File: config.mk
export PLATFORM = sky130hd
export DESIGN_NAME = pulse_span_meter
export DESIGN_NICKNAME = d
export VERILOG_FILES = /design/src/rtl/psm_pkg.sv /design/src/rtl/psm_in_sync.sv /design/src/rtl/psm_prescaler.sv /design/src/rtl/psm_measure.sv /design/src/rtl/pulse_span_meter.sv
export SDC_FILE = /design/constraint.sdc
export NUM_CORES = 1
export LEC_CHECK = 0
export ABC_AREA = 1
export BUFFER_PORTS_ARGS = -buffer_cell sky130_fd_sc_hd__clkbuf_2
export CORE_MARGIN = 1
export CORE_UTILIZATION = 57
export DETAILED_ROUTE_END_ITERATION = 12
export GPL_ROUTABILITY_DRIVEN = 0
export GPL_TIMING_DRIVEN = 0
export MAX_ROUTING_LAYER = met4
export PLACE_DENSITY = 0.76
export SYNTH_ARGS = -nofsm -noshare
export SYNTH_HDL_FRONTEND = slang
export SYNTH_HIERARCHICAL = 1
export SYNTH_SLANG_ARGS = --single-unit
File: constraint.sdc
create_clock -name clk_i -period 3 [get_ports clk_i]
set_clock_uncertainty 0.15 [all_clocks]
set_input_delay 0.3 -clock clk_i [delete_from_list [all_inputs] [get_ports clk_i]]
set_output_delay 0.3 -clock clk_i [all_outputs]
set_load 0.01 [all_outputs]
File: src/rtl/psm_pkg.sv
package psm_pkg;

  typedef enum logic [1:0] {
    MODE_ALT   = 2'd0,
    MODE_RISE  = 2'd1,
    MODE_FALL  = 2'd2,
    MODE_ALT_B = 2'd3
  } psm_mode_e;

  typedef struct packed {
    logic rise;
    logic fall;
  } psm_edge_t;

endpackage

File: src/rtl/psm_in_sync.sv
module psm_in_sync
  import psm_pkg::*;
#(
  parameter int NUM_IN  = 4,
  parameter int SEL_W   = 2,
  parameter int STAGES  = 2
) (
  input  logic              clk_i,
  input  logic              rst_ni,
  input  logic [NUM_IN-1:0] pulse_i,
  input  logic [SEL_W-1:0]  sel_i,
  output psm_edge_t         edge_o
);

  logic              picked;
  logic [STAGES-1:0] sync_d;
  logic [STAGES-1:0] sync_q;
  logic              level;
  logic              last_d;
  logic              last_q;

  always_comb begin
    picked = pulse_i[sel_i];
  end

  // synchronizer chain: stage 0 samples the picked line, each later stage the one before
  for (genvar g = 0; g < STAGES; g++) begin : g_stage
    if (g == 0) begin : g_first
      assign sync_d[g] = picked;
    end else begin : g_next
      assign sync_d[g] = sync_q[g-1];
    end
  end

  always_comb begin
    level       = sync_q[STAGES-1];
    last_d      = level;
    edge_o.rise = level & ~last_q;
    edge_o.fall = ~level & last_q;
  end

  always_ff @(posedge clk_i or negedge rst_ni) begin
    if (!rst_ni) begin
      sync_q <= '0;
      last_q <= 1'b0;
    end else begin
      sync_q <= sync_d;
      last_q <= last_d;
    end
  end

endmodule

File: src/rtl/psm_prescaler.sv
module psm_prescaler #(
  parameter int SEL_W = 3
) (
  input  logic             clk_i,
  input  logic             rst_ni,
  input  logic             run_i,
  input  logic             restart_i,
  input  logic [SEL_W-1:0] sel_i,
  output logic             tick_o
);

  localparam int DIV_W = (1 << SEL_W) - 1;

  logic [DIV_W-1:0] mask;
  logic [DIV_W-1:0] div_d;
  logic [DIV_W-1:0] div_q;

  always_comb begin
    for (int i = 0; i < DIV_W; i++) begin
      mask[i] = (i < int'(sel_i));
    end
    tick_o = run_i && ((div_q & mask) == mask);
    if (!run_i || restart_i || tick_o) begin
      div_d = '0;
    end else begin
      div_d = div_q + DIV_W'(1);
    end
  end

  always_ff @(posedge clk_i or negedge rst_ni) begin
    if (!rst_ni) begin
      div_q <= '0;
    end else begin
      div_q <= div_d;
    end
  end

endmodule

File: src/rtl/psm_measure.sv
module psm_measure
  import psm_pkg::*;
#(
  parameter int CNT_W = 16
) (
  input  logic             clk_i,
  input  logic             rst_ni,
  input  logic             enable_i,
  input  psm_mode_e        mode_i,
  input  logic             start_fall_i,
  input  psm_edge_t        edge_i,
  input  logic             tick_i,
  input  logic             rdy_clr_i,
  input  logic             ovf_clr_i,
  output logic             running_o,
  output logic             restart_o,
  output logic [CNT_W-1:0] pos_o,
  output logic [CNT_W-1:0] neg_o,
  output logic             ready_o,
  output logic             ovf_o
);

  logic             run_q, run_d;
  logic [CNT_W-1:0] cnt_q, cnt_d;
  logic [CNT_W-1:0] pos_q, pos_d;
  logic [CNT_W-1:0] neg_q, neg_d;
  logic             rdy_q, rdy_d;
  logic             ovf_q, ovf_d;

  logic             start_hit;
  logic             meas_hit;
  logic             to_pos;
  logic             cnt_full;
  logic             ovf_evt;
  logic             capture;
  logic [CNT_W-1:0] cap_val;

  // edge qualification per mode
  always_comb begin
    unique case (mode_i)
      MODE_RISE: begin
        start_hit = edge_i.rise;
        meas_hit  = edge_i.rise;
        to_pos    = 1'b1;
      end
      MODE_FALL: begin
        start_hit = edge_i.fall;
        meas_hit  = edge_i.fall;
        to_pos    = 1'b0;
      end
      default: begin
        start_hit = start_fall_i ? edge_i.fall : edge_i.rise;
        meas_hit  = edge_i.rise | edge_i.fall;
        to_pos    = edge_i.fall;
      end
    endcase
  end

  // next-state logic
  always_comb begin
    cnt_full  = &cnt_q;
    ovf_evt   = enable_i && run_q && tick_i && cnt_full;
    capture   = enable_i && run_q && meas_hit && !ovf_evt;
    cap_val   = cnt_q + CNT_W'(tick_i);
    restart_o = enable_i && (run_q ? meas_hit : start_hit);

    run_d = run_q;
    if (!enable_i || ovf_evt) begin
      run_d = 1'b0;
    end else if (!run_q && start_hit) begin
      run_d = 1'b1;
    end

    cnt_d = cnt_q;
    if (!enable_i || !run_q || restart_o) begin
      cnt_d = '0;
    end else if (tick_i && !cnt_full) begin
      cnt_d = cnt_q + CNT_W'(1);
    end

    pos_d = pos_q;
    neg_d = neg_q;
    if (capture && to_pos) begin
      pos_d = cap_val;
    end
    if (capture && !to_pos) begin
      neg_d = cap_val;
    end

    rdy_d = rdy_q;
    if (capture) begin
      rdy_d = 1'b1;
    end else if (rdy_clr_i) begin
      rdy_d = 1'b0;
    end

    ovf_d = ovf_q;
    if (ovf_evt) begin
      ovf_d = 1'b1;
    end else if (ovf_clr_i) begin
      ovf_d = 1'b0;
    end
  end

  always_ff @(posedge clk_i or negedge rst_ni) begin
    if (!rst_ni) begin
      run_q <= 1'b0;
      cnt_q <= '0;
      pos_q <= '0;
      neg_q <= '0;
      rdy_q <= 1'b0;
      ovf_q <= 1'b0;
    end else begin
      run_q <= run_d;
      cnt_q <= cnt_d;
      if (capture) begin
        pos_q <= pos_d;
        neg_q <= neg_d;
      end
      rdy_q <= rdy_d;
      ovf_q <= ovf_d;
    end
  end

  always_comb begin
    running_o = run_q;
    pos_o     = pos_q;
    neg_o     = neg_q;
    ready_o   = rdy_q;
    ovf_o     = ovf_q;
  end

endmodule

File: src/rtl/pulse_span_meter.sv
module pulse_span_meter
  import psm_pkg::*;
#(
  parameter int CNT_W       = 16,
  parameter int PSC_SEL_W   = 3,
  parameter int NUM_IN      = 4,
  parameter int SYNC_STAGES = 2,
  parameter int IN_SEL_W    = (NUM_IN > 1) ? $clog2(NUM_IN) : 1
) (
  input  logic                 clk_i,
  input  logic                 rst_ni,
  input  logic                 enable_i,
  input  logic [NUM_IN-1:0]    pulse_i,
  input  logic [IN_SEL_W-1:0]  in_sel_i,
  input  logic [PSC_SEL_W-1:0] psc_sel_i,
  input  logic [1:0]           mode_i,
  input  logic                 start_fall_i,
  input  logic                 rdy_clr_i,
  input  logic                 ovf_clr_i,
  output logic [CNT_W-1:0]     pos_width_o,
  output logic [CNT_W-1:0]     neg_width_o,
  output logic                 ready_o,
  output logic                 ovf_o
);

  psm_edge_t edges;
  logic      running;
  logic      restart;
  logic      tick;
  psm_mode_e mode;

  always_comb begin
    mode = psm_mode_e'(mode_i);
  end

  psm_in_sync #(
    .NUM_IN (NUM_IN),
    .SEL_W  (IN_SEL_W),
    .STAGES (SYNC_STAGES)
  ) u_sync (
    .clk_i   (clk_i),
    .rst_ni  (rst_ni),
    .pulse_i (pulse_i),
    .sel_i   (in_sel_i),
    .edge_o  (edges)
  );

  psm_prescaler #(
    .SEL_W (PSC_SEL_W)
  ) u_psc (
    .clk_i     (clk_i),
    .rst_ni    (rst_ni),
    .run_i     (running),
    .restart_i (restart),
    .sel_i     (psc_sel_i),
    .tick_o    (tick)
  );

  psm_measure #(
    .CNT_W (CNT_W)
  ) u_meas (
    .clk_i        (clk_i),
    .rst_ni       (rst_ni),
    .enable_i     (enable_i),
    .mode_i       (mode),
    .start_fall_i (start_fall_i),
    .edge_i       (edges),
    .tick_i       (tick),
    .rdy_clr_i    (rdy_clr_i),
    .ovf_clr_i    (ovf_clr_i),
    .running_o    (running),
    .restart_o    (restart),
    .pos_o        (pos_width_o),
    .neg_o        (neg_width_o),
    .ready_o      (ready_o),
    .ovf_o        (ovf_o)
  );

endmodule

Yosys cells after proc, flatten, opt, wreduce, memory -nomap -nowiden
Cells that the tools add are included.
- eq/ne operators: 3
- order comparisons: 8
- mux-type cells: 16
- reduce and logical (&&, ||, !) cells: 28
- add/subtract/negate cells: 3
- bitwise gates (word level): 6
- operators with widths (kind ; number):
    $mux 16 ; 2
    $add 16x1->16 ; 1
    $add 16x1->16 const B ; 1
    $reduce_and 16->1 ; 1
    $logic_and 1x1->1 ; 11
    $lt 3x3->1 const A ; 3
    $mux 1 ; 9
    $reduce_bool 2->1 ; 4
    $add 7x1->7 const B ; 1
    $and 7x7->7 ; 1
    $eq 7x7->1 ; 1
    $mux 7 ; 1
    $lt 1x3->1 const A ; 2
    $lt 2x3->1 const A ; 2
    $pmux 1 s2 ; 3
    $logic_not 1->1 ; 5
    $logic_or 1x1->1 ; 5
    $reduce_and 2->1 ; 2
    $lt 2x3->1 const B ; 1
    $and 1x1->1 ; 2
    $bmux 1 s2 ; 1
    $eq 2x1->1 const B ; 1
    $eq 2x2->1 const B ; 1
    $not 1->1 ; 2
    $or 1x1->1 ; 1
- register bits after elaboration: 61

Depth between registers and ports, before layout
Gate-level depths: netlist (run 1).
- depth after elaboration: 10
- depth in mapped cells: 17
- depth with buffers taken out: 17

Modules after synthesis
The synthesis (run 1) kept the hierarchy.
- modules (own cells, without submodules) (module ; instances ; cells an instance ; area each (um^2)):
    psm_measure ; 1 ; 371 ; 2897.8
    psm_prescaler ; 1 ; 46 ; 379.1
    psm_in_sync ; 1 ; 20 ; 141.4

Worst setup path before layout (run 1)
No wires, ideal clock.
- path type: register -> register
- start point: register u_psc.div_q[0]
- end point: register u_meas.pos_q[10] (netlist: u_meas/pos_o[10])
- data required time: 2.732 ns
- buffers on the path: 0
- stages on the path, launching flop included: 15
- path slack: 0.842 ns
- arrival time: 1.890 ns
- setup time: 0.118 ns
- cells stage by stage: dfrtp_1 -> nand2_1 -> o21ai_0 -> nand2_1 -> nor2_1 -> nand2_2 -> inv_1 -> ha_1 -> ha_1 -> nand3_1 -> nor2_1 -> nand2_1 -> xor2_1 -> nand3_1 -> nand2_1
- word-level cells in the longest chain between the ends: 9
- elaborated cells between the ends (all ways): 10
- classes of those cells: add/sub (1); eq/ne (1); bitwise (1); reduce/logical (7)
- ends and longest elaborated chain (element ; line ; RTL):
    start: declaration ; psm_prescaler.sv:16 ; logic [DIV_W-1:0] div_q;
    start signal: assignment ; psm_prescaler.sv:34 ; div_q <= div_d;
    $and 7x7->7 * ; psm_prescaler.sv:22 ; tick_o = run_i && ((div_q & mask) == mask);
    $eq 7x7->1 * ; psm_prescaler.sv:22 ;
    $logic_and 1x1->1 * ; psm_prescaler.sv:22 ;
    named net tick ; pulse_span_meter.sv:29 ; logic tick;
    parallel branches: the longest is 6 deep, another holds $add 16x1->16 ; -- ;
    end signal: assignment ; psm_measure.sv:117 ; pos_q <= pos_d;
    end: declaration ; psm_measure.sv:25 ; logic [CNT_W-1:0] pos_q, pos_d;
Mark *: on every way through the listed nets, which the timed path passes.
A chain may end at the register's enable or synchronous reset.

Worst setup path after layout (run 1)
Ends and elaborated chain as after synthesis.

==> run_results.csv, run 1 <==
group,metric,value,unit
run_status,outcome,"complete, no violations",
min_path,hold_depth,3,
synthesis,netlist-cell-type-count,31,
critical_path,cp_top_family,"simple AND/OR/NAND/NOR gates",
routing,avgRoutedWirePerCell,13.7,um
clocking,insertion_delay,0.34,ns
synthesis,ys_seq_area_frac,0.447,
clocking,post-cts-setup-buffer-count,0,
global_route,grt_pass1_wl,13000,um
synthesis,synth_edf_count,0,
floorplan,die_w,79.4,um
routing,drtPass1Iterations,5,
critical_path,crit_required,3.13,ns
floorplan,initial_core_util,0.606,
critical_path,path_common_cell,"nand2_1",
routing,viasPerCell,5.28,
sta,holdWs,0.0582,ns
critical_path,critPathMaxFanout,4,
critical_path,crit_path_max_incr_delay,0.41,ns
floorplan,pin_count,51,
placed_design,dp_hpwl,5790,um
clocking,cts.sinks,61,
critical_path,crit_type,"reg2reg",
placed_design,port_buffers,50,
clocking,tritoncts,"yes",
sta,finalHoldViolCount,0,
layout,fillCellCount,439,
clocking,clkTransAtPathRegs,0.07,ns
min_path,min-delay-start,"in_sel_i[1]",
synthesis,synthCells,437,
floorplan,die_h,79.4,um
synthesis,syn_area,3420,um2
layout,area_growth_syn_to_layout,18.2,%
sta,relSlewSlack,0.446,
placed_design,placed_area,3760,um2
clocking,cts.path.max_buffers,2,
floorplan,dieArea,6310,um2
synthesis,synth_ff_type,"dfrtp_1",
routing,drc,0,
global_route,first_global_vias,2764,
global_route,grt_start_max_net_pins,62,
sta,rsz0062_at_grt,"false",
clocking,cts_root_buf,"clkbuf_8",
placed_design,dp_cells,559,
clocking,h-tree-depth,3,
critical_path,cp-end-kind,"flop",
sta,setup_tns,0,ns
sta,worst_pin_slew,0.831,ns
pwr,vdd_ir_drop_max,0.000369,V
synthesis,ys.warnings.count,6,
pwr,power_density,468,nW/um2
floorplan,num_rows,27,
sta,fmax,0.384,GHz
synthesis,postSynthAreaPerCell,7.82,um2
pwr,combPwrFrac,0.074,
routing,vias,3049,
routing,ant_nets,0,
critical_path,r2r-start,"u_psc/div_q[0]",
pwr,pwr-share-seq,0.446,
sta,final.min_clock_period,2.61,ns
layout,final_cell_mix,"132 x nand2_1, 63 x nand3_1, 61 x dfrtp_1, 49 x clkbuf_2, 42 x inv_1",
critical_path,crit_chain,"nand2_1, o21ai_0, nand2_1, nor2_1, nand2_2, inv_1, ha_1, ha_1, nand3_1, nor2_1, nand2_1, xor2_1, nand3_1, nand2_1",
layout,final_common_cell,"nand2_1",
critical_path,startpoint_type,"flop",
synthesis,ys_seq_elements,61,
layout,finalNonFillerCells,578,
synthesis,synth_nets,460,
layout,diodes,0,
min_path,min_to,"u_sync/sync_q[0]",
routing,drt_iter0_drc,222,
clocking,cts_buffers,9,
global_route,grt.overflow.total,0,
run,max_cap_viol_count,0,
critical_path,r2r_end,"u_meas/pos_o[10]",
floorplan,coreArea,5640,um2
pwr,swShare,0.234,
layout,final_nets,524,
pwr,p_leak,2.12,nW
critical_path,critPathBufInv,1,
critical_path,rrSetupSlack,0.39,ns
sta,finalCritPeriodShare,0.869,
global_route,grt_antenna_before_repair,0,
min_path,hp-class,"in2reg",
critical_path,r2r_cells,14,
sta,setup_viol,0,
layout,stdcell_area,4040,um2
pwr,p_switching,0.443,mW
pwr,power.total,1.89,mW
pwr,clock_power_share,0.480,
global_route,grt_usage,0.281,
sta,slew_viol_final,0,
critical_path,cp_slowest_cell,"dfrtp_1",
pwr,intPower,1.45,mW
routing,wirelength,7940,um
layout,fin_util,0.716,
critical_path,crit_path_start,"u_psc/div_q[0]",
placed_design,post-place-ws,0.463,ns
sta,setup_ws,0.394,ns
layout,drive_gt1_frac,0.209,
clocking,post_cts_resized,0,
synthesis,ys_async_sr_fraction,1.00,
critical_path,cp.arrival,2.73,ns
==> state kept, by name, indices dropped and copies added (netlist names) <==
register and flops:
u_sync/last_q 1, u_psc/div_q 7, u_meas/ovf_o 1, u_meas/pos_o 16
u_meas/cnt_q 16, u_meas/ready_o 1, u_sync/sync_q 2, u_meas/neg_o 16
u_meas/running_o 1
==> power by group through the flow <==
stage	clock (mW)	sequential (mW)	combinational, mW
after floorplan	0	0.857	0.0833
after global placement	0	0.857	0.132
after detailed placement	0	0.858	0.137
after CTS	0.923	0.842	0.141
after global routing	0.967	0.843	0.157
final	0.908	0.843	0.140
==> per-layer routing <==
metal	vias to the layer above	track usage	share of wire
met5	-	-	0
met3	12	0.0571	0.048
met2	104	0.426	0.46
met4	0	0.0909	0.016
met1	1404	0.378	0.48
li1	1529	-	-
==> cells in the mapped netlist, types with 3 or more instances <==
library cell	n	area [um2]
o21ai_0	18	90.1
xor2_1	17	149
o21ai_1	4	20.0
nand2_1	132	495
dfrtp_1	61	1530
nor2_2	4	25.0
nor2_4	3	33.8
inv_1	42	158
nor2_1	30	113
nand4_1	11	68.8
nand2_2	16	100
nand3_1	63	315
ha_1	6	75.1
buf_2	5	25.0
==> cell type report <==
| type | count | area (um2) | area share |
|---|---|---|---|
| Timing Repair Buffer | 53 | 283 | 0.0700 |
| Sequential cell | 61 | 1530 | 0.378 |
| Clock buffer | 10 | 138 | 0.0341 |
| Multi-Input combinational cell | 320 | 1640 | 0.406 |
| Clock inverter | 6 | 110 | 0.0273 |
| Inverter | 45 | 169 | 0.0418 |
| Buffer | 11 | 82.6 | 0.0204 |
| Tap cell | 72 | 90.1 | 0.0223 |
==> kinds of logic after synthesis <==
family	after synthesis	share of synthesized area
compound gates	29	0.0469
xor+xnor	19	0.0487
fa+ha+maj	6	0.0220
buf+inv	56	0.0736
flops	61	0.447
simple gates	266	0.362
==> worst max path at each step <==
stage | slack [ns] | cells after the start | end
finish | 0.39 | 14 | u_meas/pos_o[10]
floorplan | 0.84 | 14 | u_meas/pos_o[10]
CTS | 0.44 | 14 | u_meas/pos_o[10]
global placement | 0.55 | 14 | u_meas/neg_o[10]
global route | 0.19 | 14 | u_meas/pos_o[10]
detailed placement | 0.46 | 14 | u_meas/pos_o[10]
==> worst reg2reg max path, delay by kind of cell, from the launching register on <==
kind | cells | cell delay, ns
AOI/OAI and AO/OA | 1 | 0.09
adders and majority gates | 2 | 0.40
xor gates and xnor gates | 1 | 0.22
and+or+nand+nor | 9 | 1.17
DFF | 1 | 0.41
buffers and inverters | 1 | 0.11
==> timing repair <==
action / in CTS / in global routing
hold endpoints to repair: 63 / 0
setup endpoints to repair: 0 / 0
hold buffers: 3 / 0
No activity file was read; power rests on OpenSTA's default activity.
==> run 2, diff against run 1 <==
PLACE_DENSITY = 0.9   (was 0.76)
==> run 2 against run 1 <==
Against the previous run: core utilization decreased by 1.0 points; combinational power hardly changed; global-route usage is 1.6 points higher; via count up 6.2%; non-clock buffer count shrank 1; wire length grew 7.4%; die area is the same; cell count down 0.17%; critical path depth shrank 1.
==> run_results.csv, run 2 (synthesized netlist as in run 1, its figures left out) <==
group,metric,value,unit
pwr,clock_power_share,0.429,
clocking,clkTransAtPathRegs,0.07,ns
critical_path,path_common_cell,"nand2_1",
layout,seqCellArea,1530,um2
floorplan,die_h,79.4,um
critical_path,crit_type,"reg2reg",
sta,fmax,0.385,GHz
floorplan,dieArea,6310,um2
sta,worst_pin_slew,0.818,ns
placed_design,dp_cells,559,
critical_path,critPathBufInv,1,
global_route,grt.overflow.total,0,
global_route,grt_usage,0.297,
min_path,hp-class,"in2reg",
routing,viasPerCell,5.61,
sta,relSlewSlack,0.455,
global_route,grt_start_max_net_pins,62,
pwr,pwr-share-seq,0.489,
layout,diodes,0,
pwr,vdd_ir_drop_max,0.000263,V
critical_path,startpoint_type,"flop",
pwr,swShare,0.257,
run_status,outcome,"complete, no violations",
placed_design,port_buffers,50,
clocking,cts.path.max_buffers,2,
routing,drc,0,
floorplan,num_rows,27,
floorplan,die_w,79.4,um
sta,finalCritPeriodShare,0.865,
placed_design,dp_hpwl,5800,um
pwr,p_leak,2.09,nW
critical_path,cp_top_family,"simple AND/OR/NAND/NOR gates",
sta,rsz0062_at_grt,"false",
sta,slew_viol_final,0,
pwr,p_switching,0.443,mW
clocking,cts_buffers,9,
clocking,insertion_delay,0.34,ns
critical_path,cp.arrival,2.73,ns
placed_design,placed_area,3760,um2
routing,drtPass1Iterations,6,
layout,stdcell_area,3980,um2
critical_path,crit_path_max_incr_delay,0.39,ns
sta,final.min_clock_period,2.60,ns
global_route,first_global_vias,3061,
layout,final_cell_mix,"132 x nand2_1, 63 x nand3_1, 61 x dfrtp_1, 49 x clkbuf_2, 42 x inv_1",
layout,multi_input_area,1640,um2
critical_path,cp_slowest_cell,"dfrtp_1",
critical_path,critPathMaxFanout,4,
layout,fillCellCount,399,
layout,drive_gt1_frac,0.210,
floorplan,initial_core_util,0.606,
routing,avgRoutedWirePerCell,14.8,um
critical_path,crit_chain,"nand2_1, o21ai_0, nand2_1, nor2_1, nand2_2, inv_1, ha_1, nand3_1, nor2_1, nand2_1, xor2_1, nand3_1, nand2_1",
layout,fin_util,0.706,
run,max_cap_viol_count,0,
layout,final_nets,523,
pwr,combPwrFrac,0.081,
clocking,post-cts-setup-buffer-count,0,
pwr,power_density,432,nW/um2
clocking,tritoncts,"yes",
global_route,grt_pass1_wl,13800,um
routing,drt_iter0_drc,280,
critical_path,crit_required,3.13,ns
layout,finalNonFillerCells,577,
sta,setup_viol,0,
clocking,h-tree-depth,3,
clocking,cts.sinks,61,
global_route,grt_antenna_before_repair,0,
clocking,cts_root_buf,"clkbuf_8",
layout,final_common_cell,"nand2_1",
floorplan,coreArea,5640,um2
critical_path,cp-end-kind,"flop",
layout,area_growth_syn_to_layout,16.5,%
floorplan,pin_count,51,
routing,vias,3239,
sta,setup_tns,0,ns
pwr,intPower,1.28,mW
routing,wirelength,8520,um
sta,finalHoldViolCount,0,
routing,ant_nets,0,
run 2: what timing repair did:
item                                    in CTS  in global routing
hold buffers                                 2                  0
gates resized for setup                      0                  0
endpoints found under the setup margin       0                  0
hold endpoints to repair                    62                  0
run 2: layout make-up:
cell class,count,area share
multi-input cells,320,0.412
flip-flops and latches,61,0.383
repair buffers,52,0.0685
inverters,45,0.0424
clock buffers,10,0.0346
well taps,72,0.0226
plain buffers,11,0.0207
clock inverters,6,0.0157
run 2: power by group through the flow:
stage | Sequential (mW) | Combinational, mW | Clock [mW]
2_1_floorplan | 0.857 | 0.0833 | 0
3_3_place_gp | 0.857 | 0.130 | 0
3_5_place_dp | 0.857 | 0.137 | 0
4_1_cts | 0.841 | 0.140 | 0.745
5_1_grt | 0.842 | 0.157 | 0.790
6_report | 0.842 | 0.140 | 0.739
run 2: path summary, 6_finish.rpt:
path | startpoint | end | slack [ns] | depth (start not counted)
min in group asynchronous | rst_ni | u_sync/sync_q[0] | 0.45 | 2
worst max-delay path | u_psc/div_q[0] | u_meas/pos_o[9] | 0.40 | 13
worst min register to register | u_sync/sync_q[0] | u_sync/sync_q[1] | 0.20 | 0
worst min-delay path | ovf_clr_i | u_meas/ovf_o | 0.04 | 2
worst max register to register | u_psc/div_q[0] | u_meas/pos_o[9] | 0.40 | 13
max in group asynchronous | rst_ni | u_meas/neg_o[1] | 1.71 | 2
run 2: metal layers:
layer,share of wire,track usage,vias to the layer above
met5,0,-,-
met4,0.031,0.167,0
met3,0.074,0.0629,34
met2,0.49,0.485,177
met1,0.40,0.338,1500
li1,-,-,1528
run 2: metrics by stage:
step	worst slack, ns	hold slack (ns)	power [mW]
2_1_floorplan	0.842	-0.146	0.940
3_3_place_gp	0.625	0.182	0.987
3_5_place_dp	0.488	0.190	0.993
4_1_cts	0.463	0.0198	1.73
5_1_grt	0.209	0.0378	1.79
6_report	0.404	0.0420	1.72
==> run 3, diff against run 2 <==
MAX_ROUTING_LAYER = default   (was met4)
==> run 3 against run 2 <==
Against the previous run: first-iteration DRC count rose by 6.1%; cell count did not move; worst setup slack improved by 0.0078 ns; non-clock buffer count did not move; wire length rose by 0.31%; core utilization did not move; sequential power barely moved; power barely moved; sequential share of layout area did not move; clock-buffer cell count did not move; largest power group unchanged.
==> run_results.csv, run 3 (synthesized netlist as in run 1, its figures left out) <==
group,metric,value,unit
run_status,outcome,"complete, no violations",
global_route,grt_antenna_before_repair,0,
floorplan,coreArea,5640,um2
critical_path,cp-end-kind,"flop",
routing,avgRoutedWirePerCell,14.8,um
critical_path,critPathMaxFanout,4,
layout,diodes,0,
placed_design,placed_area,3760,um2
min_path,hp-class,"in2reg",
layout,area_growth_syn_to_layout,16.5,%
placed_design,port_buffers,50,
layout,final_nets,523,
floorplan,dieArea,6310,um2
critical_path,crit_type,"reg2reg",
sta,finalHoldViolCount,0,
routing,viasPerCell,5.72,
floorplan,pin_count,51,
clocking,post_cts_resized,0,
pwr,vdd_ir_drop_max,0.000262,V
clocking,cts_hold_buf,2,
clocking,cts.path.max_buffers,2,
floorplan,initial_core_util,0.606,
sta,fmax,0.386,GHz
pwr,p_switching,0.442,mW
sta,rsz0062_at_grt,"false",
floorplan,die_h,79.4,um
placed_design,dp_hpwl,5800,um
pwr,pwr-share-seq,0.489,
sta,relSlewSlack,0.452,
sta,final.min_clock_period,2.59,ns
pwr,intPower,1.28,mW
critical_path,cp.arrival,2.71,ns
sta,slew_viol_final,0,
global_route,grt_usage,0.289,
global_route,first_global_vias,3048,
pwr,combPwrFrac,0.082,
pwr,p_leak,2.09,nW
clocking,cts_buffers,9,
routing,wirelength,8550,um
floorplan,die_w,79.4,um
floorplan,num_rows,27,
clocking,h-tree-depth,3,
pwr,swShare,0.257,
clocking,cts_root_buf,"clkbuf_8",
critical_path,crit_required,3.12,ns
critical_path,startpoint_type,"flop",
critical_path,path_common_cell,"nand2_1",
critical_path,crit_path_max_incr_delay,0.39,ns
sta,finalCritPeriodShare,0.863,
clocking,post-cts-setup-buffer-count,0,
global_route,grt.overflow.total,0,
routing,drt_iter0_drc,297,
critical_path,cp_slowest_cell,"dfrtp_1",
sta,worst_pin_slew,0.823,ns
sta,setup_viol,0,
sta,setup_tns,0,ns
clocking,clkTransAtPathRegs,0.07,ns
clocking,cts.sinks,61,
run,max_cap_viol_count,0,
global_route,grt_start_max_net_pins,62,
pwr,clock_power_share,0.429,
critical_path,crit_chain,"nand2_1, o21ai_0, nand2_1, nor2_1, nand2_2, inv_1, ha_1, ha_1, nand3_1, nor2_1, nand2_1, xor2_1, nand3_1, nand2_1",
pwr,power_density,432,nW/um2
layout,final_common_cell,"nand2_1",
routing,ant_nets,0,
global_route,grt_pass1_wl,13900,um
routing,vias,3300,
clocking,tritoncts,"yes",
layout,stdcell_area,3980,um2
clocking,insertion_delay,0.34,ns
routing,drtPass1Iterations,5,
routing,drc,0,
layout,drive_gt1_frac,0.210,
layout,final_cell_mix,"132 x nand2_1, 63 x nand3_1, 61 x dfrtp_1, 49 x clkbuf_2, 42 x inv_1",
==> run 3: cell counts in the layout (fill, tap and decap cells not counted) <==
Identical to the previous run, type by type.
==> run 3: cell type report <==
cell class / count / area [um2]
sequential: 61 / 1530
tap: 72 / 90.1
fill: 399 / 1660
timing repair buffer: 52 / 273
buffer: 11 / 82.6
clock inverter: 6 / 62.6
clock buffer: 10 / 138
multi-input combinational: 320 / 1640
inverter: 45 / 169
==> run 3: power groups by stage <==
| stage | combinational (mW) | sequential, mW | clock (mW) |
|---|---|---|---|
| 2_1_floorplan | 0.0833 | 0.857 | 0 |
| 3_3_place_gp | 0.130 | 0.857 | 0 |
| 3_5_place_dp | 0.137 | 0.857 | 0 |
| 4_1_cts | 0.140 | 0.841 | 0.745 |
| 5_1_grt | 0.157 | 0.842 | 0.790 |
| 6_report | 0.141 | 0.842 | 0.737 |
==> run 3: final timing paths <==
path	end	cells past startpoint	slack, ns	from
setup / recovery	u_meas/neg_o[10]	14	0.41	u_psc/div_q[0]
hold / removal	u_meas/ovf_o	2	0.04	ovf_clr_i
setup reg to reg	u_meas/neg_o[10]	14	0.41	u_psc/div_q[0]
hold reg to reg	u_sync/sync_q[1]	0	0.20	u_sync/sync_q[0]
max in group asynchronous	u_meas/cnt_q[11]	2	1.70	rst_ni
min in group asynchronous	u_sync/sync_q[0]	2	0.46	rst_ni
==> run 3: critical path, delay by kind of cell, from the launching register on <==
| family | cells | cell delay [ns] |
|---|---|---|
| adder cells (fa/ha/maj) | 2 | 0.39 |
| buffers and inverters | 1 | 0.12 |
| flip-flops | 1 | 0.39 |
| XOR/XNOR | 1 | 0.22 |
| AND/OR/NAND/NOR | 9 | 1.17 |
| AO/OA/AOI/OAI | 1 | 0.08 |
==> run 3: metrics by stage <==
stage,hold slack [ns],util,power [mW],worst slack [ns],instances
4_1_cts,0.0198,0.706,1.73,0.463,577
3_3_place_gp,0.182,0.666,0.987,0.625,559
2_1_floorplan,-0.146,-,0.940,0.842,437
6_report,0.0429,0.706,1.72,0.412,577
5_1_grt,0.0370,0.706,1.79,0.209,577
3_5_place_dp,0.190,0.667,0.993,0.488,559
==> run 3: metal layers <==
layer / vias to the layer above / track usage / wire, um
met5: - / 0 / 0
met4: 0 / 0.162 / 309
met3: 41 / 0.0663 / 673
met2: 204 / 0.485 / 4120
met1: 1524 / 0.338 / 3450
li1: 1531 / - / -
